--- config.mk ---
export PLATFORM = sky130hd
export DESIGN_NAME = ckr_root_slice
export DESIGN_NICKNAME = d
export VERILOG_FILES = /design/src/rtl/ckr_pkg.sv /design/src/rtl/ckr_div_stage.sv /design/src/rtl/ckr_src_switch.sv /design/src/rtl/ckr_root_slice.sv
export SDC_FILE = /design/constraint.sdc
export NUM_CORES = 1
export LEC_CHECK = 0
export ABC_AREA = 1
export BUFFER_PORTS_ARGS = -buffer_cell sky130_fd_sc_hd__buf_4
export CAP_MARGIN = 25
export CORE_AREA = 2 2 87 89
export CTS_CLUSTER_SIZE = 20
export DETAILED_ROUTE_END_ITERATION = 8
export DIE_AREA = 0 0 89 91
export PLACE_DENSITY = 0.76
export SLEW_MARGIN = 20
export SYNTH_ARGS = -nofsm -noshare
export SYNTH_HDL_FRONTEND = slang
export SYNTH_SLANG_ARGS = --single-unit
--- constraint.sdc ---
create_clock -name clk_i -period 4.46 [get_ports clk_i]
set_input_delay 0.892 -clock clk_i [delete_from_list [all_inputs] [get_ports clk_i]]
set_output_delay 0.892 -clock clk_i [all_outputs]
set_load 0.05 [all_outputs]
--- src/rtl/ckr_pkg.sv ---
package ckr_pkg;

    localparam int CKR_WORD_W   = 32;
    localparam int CKR_SEL_W    = 3;
    localparam int CKR_PRE_W    = 3;
    localparam int CKR_POST_W   = 6;
    localparam int CKR_GATE_BIT = 28;
    localparam int CKR_SRC_LSB  = 24;
    localparam int CKR_PRE_LSB  = 16;
    localparam int CKR_POST_LSB = 0;
    localparam int CKR_NUM_SRC  = 1 << CKR_SEL_W;

    localparam logic [CKR_WORD_W-1:0] CKR_CFG_MASK =
        (32'h1 << CKR_GATE_BIT)
      | (((32'h1 << CKR_SEL_W)  - 32'h1) << CKR_SRC_LSB)
      | (((32'h1 << CKR_PRE_W)  - 32'h1) << CKR_PRE_LSB)
      | (((32'h1 << CKR_POST_W) - 32'h1) << CKR_POST_LSB);

    typedef struct packed {
        logic                  gate;
        logic [CKR_SEL_W-1:0]  src;
        logic [CKR_PRE_W-1:0]  pre;
        logic [CKR_POST_W-1:0] post;
    } ckr_cfg_t;

    typedef enum logic [1:0] {
        SW_RUN   = 2'd0,
        SW_DRAIN = 2'd1,
        SW_SYNC  = 2'd2
    } ckr_sw_state_e;

    function automatic ckr_cfg_t ckr_unpack(input logic [CKR_WORD_W-1:0] w);
        ckr_cfg_t c;
        c.gate = w[CKR_GATE_BIT];
        c.src  = w[CKR_SRC_LSB  +: CKR_SEL_W];
        c.pre  = w[CKR_PRE_LSB  +: CKR_PRE_W];
        c.post = w[CKR_POST_LSB +: CKR_POST_W];
        return c;
    endfunction

    function automatic logic [CKR_WORD_W-1:0] ckr_pack(input ckr_cfg_t c);
        logic [CKR_WORD_W-1:0] w;
        w = '0;
        w[CKR_GATE_BIT]                = c.gate;
        w[CKR_SRC_LSB  +: CKR_SEL_W]  = c.src;
        w[CKR_PRE_LSB  +: CKR_PRE_W]  = c.pre;
        w[CKR_POST_LSB +: CKR_POST_W] = c.post;
        return w;
    endfunction

endpackage

--- src/rtl/ckr_div_stage.sv ---
// One integer divider stage. The ratio is stored as divide value minus one.
// Ratio 0 passes the input level through (registered). A new ratio is
// accepted only on the input rising edge that opens a period.
module ckr_div_stage #(
    parameter int W = 3
) (
    input  logic         clk_i,
    input  logic         rst_ni,
    input  logic         restart_i,
    input  logic         in_i,
    input  logic [W-1:0] ratio_req_i,
    output logic [W-1:0] ratio_o,
    output logic         out_o
);

    typedef struct packed {
        logic         prev;
        logic         started;
        logic [W-1:0] cnt;
        logic [W-1:0] ratio;
        logic         level;
    } div_st_t;

    div_st_t q, d;

    logic         rise;
    logic         wrap;
    logic [W-1:0] eff;
    logic [W-1:0] pos;
    logic [W:0]   half;

    always_comb begin
        d    = q;
        rise = in_i & ~q.prev;
        wrap = ~q.started | (q.cnt == q.ratio);
        eff  = (rise && wrap) ? ratio_req_i : q.ratio;
        pos  = (rise && !wrap) ? q.cnt + W'(1) : '0;
        half = ({1'b0, eff} + (W+1)'(1)) >> 1;

        d.prev = in_i;
        if (restart_i) begin
            // wait for a fresh rising edge: pretend the input was high
            d.prev    = 1'b1;
            d.started = 1'b0;
            d.cnt     = '0;
            d.level   = 1'b0;
        end else begin
            if (rise) begin
                d.started = 1'b1;
                d.cnt     = pos;
                if (wrap) begin
                    d.ratio = ratio_req_i;
                end
            end
            if (eff == '0) begin
                d.level = in_i & (q.started | rise);
            end else if (rise) begin
                d.level = ({1'b0, pos} < half);
            end
        end
    end

    always_ff @(posedge clk_i or negedge rst_ni) begin
        if (!rst_ni) begin
            q <= '0;
        end else begin
            q <= d;
        end
    end

    assign ratio_o = q.ratio;
    assign out_o   = q.level;

endmodule

--- src/rtl/ckr_src_switch.sv ---
// Source selector with drain / resynchronise sequencing.
module ckr_src_switch #(
    parameter int NUM_SRC = 8,
    parameter int SEL_W   = 3
) (
    input  logic              clk_i,
    input  logic              rst_ni,
    input  logic [NUM_SRC-1:0] src_clk_i,
    input  logic [SEL_W-1:0]  sel_req_i,
    input  logic              stage_level_i,
    output logic [SEL_W-1:0]  sel_o,
    output logic              sel_clk_o,
    output logic              restart_o,
    output logic              hold_o
);
    import ckr_pkg::*;

    typedef struct packed {
        ckr_sw_state_e    state;
        logic [SEL_W-1:0] sel;
        logic             prev;
        logic             hold;
    } sw_st_t;

    sw_st_t q, d;
    logic   rise;

    always_comb begin
        d         = q;
        restart_o = 1'b0;
        sel_clk_o = src_clk_i[q.sel];
        rise      = sel_clk_o & ~q.prev;
        d.prev    = sel_clk_o;

        unique case (q.state)
            SW_RUN: begin
                if (sel_req_i != q.sel) begin
                    d.state = SW_DRAIN;
                end
            end
            SW_DRAIN: begin
                // park only once the divided clock is low
                if (!stage_level_i) begin
                    d.hold    = 1'b1;
                    d.sel     = sel_req_i;
                    d.prev    = 1'b1;
                    restart_o = 1'b1;
                    d.state   = SW_SYNC;
                end
            end
            SW_SYNC: begin
                if (rise) begin
                    d.hold  = 1'b0;
                    d.state = SW_RUN;
                end
            end
            default: begin
                d.state = SW_RUN;
            end
        endcase
    end

    always_ff @(posedge clk_i or negedge rst_ni) begin
        if (!rst_ni) begin
            q <= '0;
        end else begin
            q <= d;
        end
    end

    assign sel_o  = q.sel;
    assign hold_o = q.hold;

endmodule

--- src/rtl/ckr_root_slice.sv ---
module ckr_root_slice
    import ckr_pkg::*;
(
    input  logic                   clk_i,
    input  logic                   rst_ni,
    input  logic                   wr_en_i,
    input  logic [CKR_WORD_W-1:0]  wr_data_i,
    output logic [CKR_WORD_W-1:0]  rd_data_o,
    input  logic [CKR_NUM_SRC-1:0] src_clk_i,
    output logic                   clk_o,
    output logic [CKR_WORD_W-1:0]  applied_o
);

    typedef struct packed {
        logic [CKR_WORD_W-1:0] cfg;
        logic                  gate;
        logic                  clk;
    } top_st_t;

    top_st_t q, d;

    ckr_cfg_t              req;
    ckr_cfg_t              now;
    logic [CKR_SEL_W-1:0]  sel_applied;
    logic [CKR_PRE_W-1:0]  pre_applied;
    logic [CKR_POST_W-1:0] post_applied;
    logic                  sel_clk;
    logic                  restart;
    logic                  hold;
    logic                  pre_level;
    logic                  post_level;

    always_comb begin
        d   = q;
        req = ckr_unpack(q.cfg);
        if (wr_en_i) begin
            d.cfg = wr_data_i & CKR_CFG_MASK;
        end
        // enable changes only while the divided clock is low
        if (!post_level) begin
            d.gate = req.gate;
        end
        d.clk = q.gate & ~hold & post_level;
    end

    always_ff @(posedge clk_i or negedge rst_ni) begin
        if (!rst_ni) begin
            q <= '0;
        end else begin
            q <= d;
        end
    end

    ckr_src_switch #(
        .NUM_SRC (CKR_NUM_SRC),
        .SEL_W   (CKR_SEL_W)
    ) u_switch (
        .clk_i         (clk_i),
        .rst_ni        (rst_ni),
        .src_clk_i     (src_clk_i),
        .sel_req_i     (req.src),
        .stage_level_i (post_level),
        .sel_o         (sel_applied),
        .sel_clk_o     (sel_clk),
        .restart_o     (restart),
        .hold_o        (hold)
    );

    ckr_div_stage #(.W(CKR_PRE_W)) u_pre (
        .clk_i       (clk_i),
        .rst_ni      (rst_ni),
        .restart_i   (restart),
        .in_i        (sel_clk),
        .ratio_req_i (req.pre),
        .ratio_o     (pre_applied),
        .out_o       (pre_level)
    );

    ckr_div_stage #(.W(CKR_POST_W)) u_post (
        .clk_i       (clk_i),
        .rst_ni      (rst_ni),
        .restart_i   (restart),
        .in_i        (pre_level),
        .ratio_req_i (req.post),
        .ratio_o     (post_applied),
        .out_o       (post_level)
    );

    always_comb begin
        now.gate = q.gate;
        now.src  = sel_applied;
        now.pre  = pre_applied;
        now.post = post_applied;
    end

    assign rd_data_o = q.cfg;
    assign clk_o     = q.clk;
    assign applied_o = ckr_pack(now);

endmodule

==> flow_summary.toml, run 1 <==
[clock_tree]
cts_tree = "built"
cts_setup_buffers = 0
ctsResizeCount = 0
cts_buffers = 5
cts.sink_count = 46
path_clk_slew_ns = 0.09
cts_max_path_buffers = 2
clkLatencyLatePin_ns = 0.30
root_buffer = "clkbuf_8"
cts_hold_buffers = 0
htreeDepth = 2

[timing]
fmax_mhz = 354
layout_setup_ws_ns = 1.63
drv_slew = 0
post-route-period-util_pct = 63.4
hold_viol_final = 0
fin_tns_setup_ns = 0
rsz0062_at_grt = "false"
maxSlewHeadroom_pct = 49.8
tightest_slew_ns = 0.752
fin_crit_ns = 2.83
fin_skew_ns = 0.00719
setup_violations = 0

[floorplan]
io_pins = 108
row_count = 31
fp.dieH_um = 91
die_area_um2 = 8100
die_x_um = 89
core-area_um2 = 7140
start_util_pct = 43.7

[detailed_routing]
top_layer_used = "met4"
route.met2.wl_mm = 3.01
vias = 2498
viasPerCell = 4.56
drc = 0
route.met3.wl_um = 295
drtIter0Drc = 116
routed_wl_mm = 5.96
first_pass_iters = 6
wl_met1_mm = 2.59
ant_nets = 0
post_drt_wl_per_cell_um = 10.9

[yosys]
synth-seq-area-share_pct = 36.9
synth_area_per_cell_um2 = 7.61
synth_ff_type = "dfrtp_1"
synth_cell_type_count = 29
synth-edff-count = 0
synth_seq_cells = 46
synth_cells = 410
ys_warn_count = 0
syn-cell-area_um2 = 3120
synthArstFlopShare_pct = 100

[global_routing]
grt_max_degree = 47
grt_pass1_vias = 2365
grt_pass1_wl_mm = 10.3
antenna_found_initial = 0
grt_overflow_total = 0
grt_use_total_pct = 15.7

[power]
p_sw_mw = 1.22
p_int_mw = 1.10
seqPwrFrac_pct = 29.3
pwr-share-comb_pct = 59.3
power.density_nw_per_um2 = 673
leakage_nw = 1.89
clkPwrFrac_pct = 11.4
ir_drop_uv = 348
switching_share_pct = 52.5

[finish]
area_delta_synth_final_pct = 10.4
final_common_cell = "nand2_1"
fin_nets = 504
final_area_um2 = 3450
layout_common_cells = "nand2_1 (108), inv_1 (50), buf_4 (50)"
antenna_cells = 0
utilization_pct = 48.3
layout-drive-gt1-share_pct = 20.3

[placement]
dpl.hpwl_mm = 4.65
place_ws_ns = 1.41
io_buffers = 50
place.gp.congestion = 0.840
place_area_um2 = 3350

[worst_setup_path]
cp.required_ns = 4.70
critPathMaxFanout = 9
criticalPathCategory = "register to register"
cp_data_arrival_time_ns = 3.07
cp-start-kind = "register"
end_kind = "register"

[outcome]
status = "finished clean"

[run]
cap_viol_max_count = 0

[min_path]
hold_class = "register to register"
-- synthesized netlist by cell type (2+ instances only) --
library cell / count / share of area, %
nor2_2: 6 / 1.2
nand2_1: 108 / 13
buf_4: 52 / 13
nand2_2: 5 / 1.0
nand3_2: 4 / 1.3
inv_1: 50 / 6.0
o21ai_1: 7 / 1.1
nand4_1: 5 / 1.0
o21ai_2: 4 / 1.1
nand2_4: 2 / 0.72
nor2_1: 19 / 2.3
dfrtp_1: 46 / 37
xor2_1: 7 / 2.0
ha_1: 13 / 5.2
inv_2: 10 / 1.2
a211oi_1: 2 / 0.48
clkbuf_1: 4 / 0.48
nand3_1: 13 / 2.1
o21ai_0: 33 / 5.3
o22ai_1: 5 / 1.0
a21oi_1: 4 / 0.64
xnor2_1: 4 / 1.1
-- layout make-up --
cell class / instances / area, µm²
timing repair buffer: 50 / 375
clock buffer: 7 / 86.3
clock inverter: 1 / 5.00
multi-input combinational: 285 / 1480
sequential: 46 / 1150
inverter: 60 / 225
fill: 743 / 3690
tap: 99 / 124
-- per-stage QoR --
stage	hold WS, ns	cells	total power [mW]
after floorplan	0.395	447	1.84
after global placement	0.416	540	2.02
after detailed placement	0.416	540	2.07
after CTS	0.427	548	2.34
after global routing	0.457	548	2.54
final	0.423	548	2.32
-- path summary, 6_finish.rpt --
check | from | to | slack [ns] | cells after the start
setup / recovery | u_post.ratio_o[4] | u_post.out_o | 1.63 | 20
hold / removal | u_switch.hold_o | clk_o | 0.42 | 1
setup reg to reg | u_post.ratio_o[4] | u_post.out_o | 1.63 | 20
hold reg to reg | u_switch.hold_o | clk_o | 0.42 | 1
max in group asynchronous | rst_ni | u_switch.q[5] | 3.49 | 1
min in group asynchronous | rst_ni | u_post.ratio_o[5] | 0.58 | 1
-- critical path: stages, from the launching register on --
cell      delay, ns
dfrtp_1        0.45
inv_1          0.06
nand2_1        0.06
nand2_1        0.07
nor2_2         0.12
nand3_2        0.11
nand2_4        0.12
nand2_4        0.11
o21ai_2        0.17
inv_2          0.06
ha_1           0.23
nand3_1        0.12
xor2_1         0.18
ha_1           0.26
a21oi_1        0.16
nor2_1         0.06
a211oi_1       0.16
nand2_1        0.08
nand2_1        0.06
nand3_1        0.08
nand2_1        0.07
-- layer usage --
| metal | up-vias | GRT usage (%) |
|---|---|---|
| li1 | 1267 | - |
| met1 | 1153 | 20.2 |
| met2 | 72 | 26.8 |
| met3 | 6 | 3.09 |
| met4 | 0 | 3.86 |
| met5 | - | 0 |
-- flip-flops by register name (all words and copies together) (netlist names) --
register and cells:
rd_data_o 13, u_post.q 8, u_post.ratio_o 6, u_pre.q 5, u_pre.ratio_o 3, u_switch.q 3
u_switch.sel_o 3, applied_o 1, clk_o 1, u_post.out_o 1, u_pre.out_o 1, u_switch.hold_o 1
-- power by group through the flow --
stage	sequential [mW]	clock (mW)	combinational, mW
6_report	0.679	0.265	1.38
5_1_grt	0.699	0.292	1.55
4_1_cts	0.681	0.272	1.39
3_5_place_dp	0.688	0	1.38
3_3_place_gp	0.684	0	1.34
2_1_floorplan	0.699	0	1.15
-- logic make-up (layout without fill, tap and decap cells) --
group           after synthesis  after routing  synth area share, %
simple gates                165            165                 23.6
buf+inv                     116            118                 20.2
compound gates               58             58                 10.9
flops                        46             46                 36.9
fa+ha+maj                    13             13                 5.21
xor+xnor                     11             11                 3.09
other cells                   1             38                0.120
No activity file was read; power rests on OpenSTA's default activity.
==> inputs of run 2 (changes only) <==
--- a/config.mk
+++ b/config.mk
@@ -12,7 +12,7 @@
 export CTS_CLUSTER_SIZE = 20
 export DETAILED_ROUTE_END_ITERATION = 8
 export DIE_AREA = 0 0 89 91
-export PLACE_DENSITY = 0.76
+export PLACE_DENSITY = 0.79
 export SLEW_MARGIN = 20
 export SYNTH_ARGS = -nofsm -noshare
 export SYNTH_HDL_FRONTEND = slang
==> constraint.sdc (replaced) <==
create_clock -name clk_i -period 2.3 [get_ports clk_i]
set_input_delay 0.46 -clock clk_i [delete_from_list [all_inputs] [get_ports clk_i]]
set_output_delay 0.46 -clock clk_i [all_outputs]
set_load 0.05 [all_outputs]
==> flow_summary.toml, run 2 (synthesis gave the netlist of run 1 again) <==
[detailed_routing]
routed_wl_mm = 7.08
post_drt_wl_per_cell_um = 11.5
drtIter0Drc = 135
viasPerCell = 4.56
drc = 0
vias = 2797
ant_nets = 0
first_pass_iters = 4

[finish]
fin_nets = 570
final_common_cell = "buf_4"
fillers = 643
layout_common_cells = "buf_4 (115), nand2_1 (105), inv_1 (48)"
largest_reg_flops = 13
layout-drive-gt1-share_pct = 34.0
antenna_cells = 0
area_delta_synth_final_pct = 30.7
final_area_um2 = 4080

[global_routing]
grt_use_met3_pct = 3.09
grt_use_met2_pct = 32.7
grt_overflow_total = 0
grt_max_degree = 47
met1_usage_pct = 21.4
antenna_found_initial = 0
busiest_layer = "met2"
grt_pass1_wl_mm = 11.6
grt_use_total_pct = 17.8
grt_pass1_vias = 2731

[floorplan]
row_count = 31
io_pins = 108
die_x_um = 89
fp.dieH_um = 91
start_util_pct = 43.7
core-area_um2 = 7140
die_area_um2 = 8100

[clock_tree]
cts_tree = "built"
path_clk_slew_ns = 0.09
root_buffer = "clkbuf_8"
cts_buffers = 5
cts.sink_count = 46
cts_hold_buffers = 0
clkLatencyLatePin_ns = 0.31
htreeDepth = 2
cts_max_path_buffers = 2

[timing]
fin_crit_ns = 2.55
hold_viol_final = 0
post-route-period-util_pct = 111
layout_setup_ws_ns = -0.255
fin_tns_setup_ns = -0.478
fin_skew_ns = 0.0116
maxSlewHeadroom_pct = 60.5
setup_violations = 3
tightest_slew_ns = 0.592
fmax_mhz = 391
drv_slew = 0
rsz0062_at_grt = "true"

[placement]
io_buffers = 50
place.gp.congestion = 0.829
place_area_um2 = 3740
dpl.hpwl_mm = 5.21

[worst_setup_path]
worst-r2r-cell-count = 19
rrSetupSlack_ns = -0.25
end_kind = "register"
cp.required_ns = 2.55
critPathMaxFanout = 6
cp_data_arrival_time_ns = 2.81
cp-start-kind = "register"
criticalPathCategory = "register to register"

[run]
cap_viol_max_count = 0

[power]
ir_drop_uv = 688
leakage_nw = 2.21
power.density_nw_per_um2 = 1320

[min_path]
hold_class = "input port to asynchronous set/reset pin"

[outcome]
status = "complete, but fails checks"
violations = "setup timing"
run 2: cell types whose count changed in the layout (fill, tap and decap cells not counted), sizes merged:
| cell | previous run | this run |
|---|---|---|
| buf | 50 | 116 |
| bufinv | 0 | 1 |
| clkbuf | 7 | 6 |
| clkinv | 1 | 0 |
run 2: worst paths after layout:
kind | startpoint | endpoint
setup / recovery | u_post.ratio_o[5] | u_post.out_o
hold / removal | rst_ni | rd_data_o[1]
setup reg to reg | u_post.ratio_o[5] | u_post.out_o
hold reg to reg | u_switch.hold_o | clk_o
max in group asynchronous | rst_ni | u_switch.sel_o[0]
min in group clk_i | wr_data_i[26] | rd_data_o[26]
run 2: timing repair:
item / 4_1_cts / 5_1_grt
setup endpoints to repair: 2 / 3
setup buffers: 20 / 2
pin swaps: 21 / 2
gates resized for setup: 14 / 4
run 2: worst max-delay path: stages (launching register included):
cell and delay, ns:
dfrtp_1 0.38, inv_1 0.07, nand2_1 0.05, nand2_1 0.06
nor2_2 0.11, nand3_2 0.12, nand2_4 0.11, nand2_8 0.07
o21ai_4 0.19, ha_4 0.18, nand3_4 0.07, xor2_1 0.15
ha_1 0.32, a21oi_2 0.14, nor2_1 0.07, a211oi_2 0.15
nand2_1 0.09, nand2_1 0.06, nand3_1 0.06, nand2_1 0.07
run 2: cell type report:
class                   count  area [µm²]  share of cell area [%]
clock buffers               6        82.6                    2.02
clock inverters             1        30.0                   0.736
inverters                  60         228                    5.58
multi-input cells         285        1590                    39.0
flip-flops and latches     46        1150                    28.2
well taps                  99         124                    3.03
repair buffers            116         875                    21.4
run 2: per-layer routing:
metal | up-vias | share of wire [%]
li1 | 1400 | -
met1 | 1320 | 42
met2 | 70 | 53
met3 | 7 | 3.7
met4 | 0 | 0.82
met5 | - | 0
run 2: where the power goes:
group | switching (mW) | total, mW | internal (mW)
Sequential | 0.214 | 1.27 | 1.05
Clock | 0.277 | 0.625 | 0.348
Combinational | 2.14 | 3.50 | 1.36
Total | 2.63 | 5.40 | 2.76
run 2: metrics by stage:
stage	hold slack [ns]	worst slack [ns]	total power, mW	cells	utilization, %
floorplan	0.164	-0.152	3.67	447	-
global placement	0.413	-0.260	4.49	584	52.4
detailed placement	0.407	-0.342	4.59	584	52.4
CTS	0.178	-0.237	5.37	611	56.9
global route	0.206	-0.456	5.82	613	57.2
finish	0.158	-0.255	5.40	613	57.2
==> inputs of run 3 (changes only) <==
--- a/config.mk
+++ b/config.mk
@@ -12,6 +12,7 @@
 export CTS_CLUSTER_SIZE = 20
 export DETAILED_ROUTE_END_ITERATION = 8
 export DIE_AREA = 0 0 89 91
+export GPL_TIMING_DRIVEN = 0
 export PLACE_DENSITY = 0.79
 export SLEW_MARGIN = 20
 export SYNTH_ARGS = -nofsm -noshare
==> flow_summary.toml, run 3 (synthesis gave the netlist of run 1 again) <==
[worst_setup_path]
cp_data_arrival_time_ns = 2.83
rr_endpoint = "u_post.out_o"
cp-start-kind = "register"
end_kind = "register"
worst-r2r-cell-count = 19
criticalPathCategory = "register to register"
rrSetupSlack_ns = -0.29
cp.required_ns = 2.55
regToRegStartpoint = "u_post.ratio_o[3]"
critPathMaxFanout = 7

[floorplan]
row_count = 31
start_util_pct = 43.7
die_area_um2 = 8100
fp.dieH_um = 91
core-area_um2 = 7140
io_pins = 108
die_x_um = 89

[global_routing]
grt_pass1_vias = 2718
grt_overflow_total = 0
grt_pass1_wl_mm = 11.6
antenna_found_initial = 0
grt_max_degree = 47
grt_use_total_pct = 17.8

[timing]
hold_viol_final = 0
fin_skew_ns = 0.00344
layout_setup_ws_ns = -0.286
drv_slew = 0
rsz0062_at_grt = "true"
setup_violations = 2
maxSlewHeadroom_pct = 60.9
tightest_slew_ns = 0.587
fmax_mhz = 387
post-route-period-util_pct = 112
fin_crit_ns = 2.59
hold-worst-slack_ns = 0.152

[detailed_routing]
drc = 0
drtIter0Drc = 159
vias = 2828
first_pass_iters = 4
viasPerCell = 4.51
ant_nets = 0
routed_wl_mm = 6.85
post_drt_wl_per_cell_um = 10.9

[finish]
largest_reg_flops = 13
final_common_cell = "buf_4"
layout-drive-gt1-share_pct = 35.2
area_delta_synth_final_pct = 32.4
fin_nets = 583
utilization_pct = 57.9
fillers = 644
antenna_cells = 0
layout_common_cells = "buf_4 (124), nand2_1 (104), inv_1 (48)"

[min_path]
hold_class = "input port to asynchronous set/reset pin"

[clock_tree]
path_clk_slew_ns = 0.09
cts_max_path_buffers = 2
htreeDepth = 2
root_buffer = "clkbuf_8"
cts_tree = "built"
cts.sink_count = 46
cts_buffers = 5
clkLatencyLatePin_ns = 0.30

[power]
leakage_nw = 2.28
ir_drop_uv = 711
power.density_nw_per_um2 = 1270

[run]
cap_viol_max_count = 0

[placement]
place.gp.congestion = 0.852
dpl.hpwl_mm = 5.05
io_buffers = 50

[outcome]
violations = "setup timing"
status = "complete, but fails checks"
-- run 3: cell count changes in the layout (fill, tap and decap cells not counted), moves of 2 or more --
cell | before | now
buf_4 | 115 | 124
clkbuf_1 | 0 | 4
dfrtp_1 | 45 | 43
dfrtp_2 | 1 | 3
nand3_2 | 3 | 5
nand3_4 | 2 | 0
nor2_1 | 15 | 17
-- run 3: report_power, final --
group          switching, mW  internal (mW)
sequential             0.234           1.06
clock                  0.284          0.242
combinational           2.11           1.32
-- run 3: cell type report --
class	count	area [µm²]	area share [%]
buffer	56	409	9.90
clock buffer	6	82.6	2.00
clock inverter	2	12.5	0.303
multi-input combinational	285	1570	38.0
timing repair buffer	73	548	13.3
tap	99	124	3.00
sequential	46	1150	27.9
inverter	60	230	5.57
-- run 3: worst max path at each step --
| stage | start | to | cells after the start |
|---|---|---|---|
| floorplan | u_post.q[7] | u_post.out_o | 21 |
| global placement | u_post.ratio_o[3] | u_post.out_o | 20 |
| detailed placement | u_post.ratio_o[3] | u_post.out_o | 20 |
| CTS | u_post.q[12] | u_post.out_o | 19 |
| global route | u_post.q[11] | u_post.out_o | 20 |
| finish | u_post.ratio_o[3] | u_post.out_o | 19 |
-- run 3: per-stage QoR --
| step | power (mW) | instance area (µm²) | worst slack (ns) | TNS, ns | std cells |
|---|---|---|---|---|---|
| floorplan | 3.67 | 3320 | -0.152 | -0.171 | 447 |
| global placement | 4.22 | 3820 | -0.420 | -0.630 | 596 |
| detailed placement | 4.31 | 3820 | -0.451 | -0.703 | 596 |
| CTS | 5.14 | 4080 | -0.303 | -0.342 | 622 |
| global route | 5.68 | 4130 | -0.540 | -0.769 | 627 |
| finish | 5.24 | 4130 | -0.286 | -0.308 | 627 |
-- run 3: critical path, stage by stage (launching register included) --
cell and delay (ns):
dfrtp_2 0.44, nand2_1 0.08, nand2_1 0.06, nor2_2 0.12, nand3_2 0.12, nand2_4 0.12
nand2_8 0.08, o21ai_4 0.17, inv_2 0.07, ha_4 0.16, nand3_2 0.07, xor2_1 0.17
ha_1 0.27, a21oi_2 0.13, nor2_1 0.06, a211oi_2 0.13, nand2_1 0.08, nand2_1 0.06
nand3_1 0.07, nand2_1 0.05
-- run 3: layer usage --
metal	GRT usage [%]	share of wire [%]	up-vias
li1	-	-	1431
met1	22.0	41	1305
met2	31.2	51	80
met3	3.18	5.6	12
met4	4.98	1.9	0
met5	0	0	-
-- run 3: repair_timing --
| action | 4_1_cts | 5_1_grt |
|---|---|---|
| hold buffers | 0 | 0 |
| endpoints found under the setup margin | 2 | 2 |
| setup buffers | 18 | 5 |
| gates cloned | 0 | 0 |
| gates resized for setup | 9 | 7 |
| pin swaps | 16 | 9 |
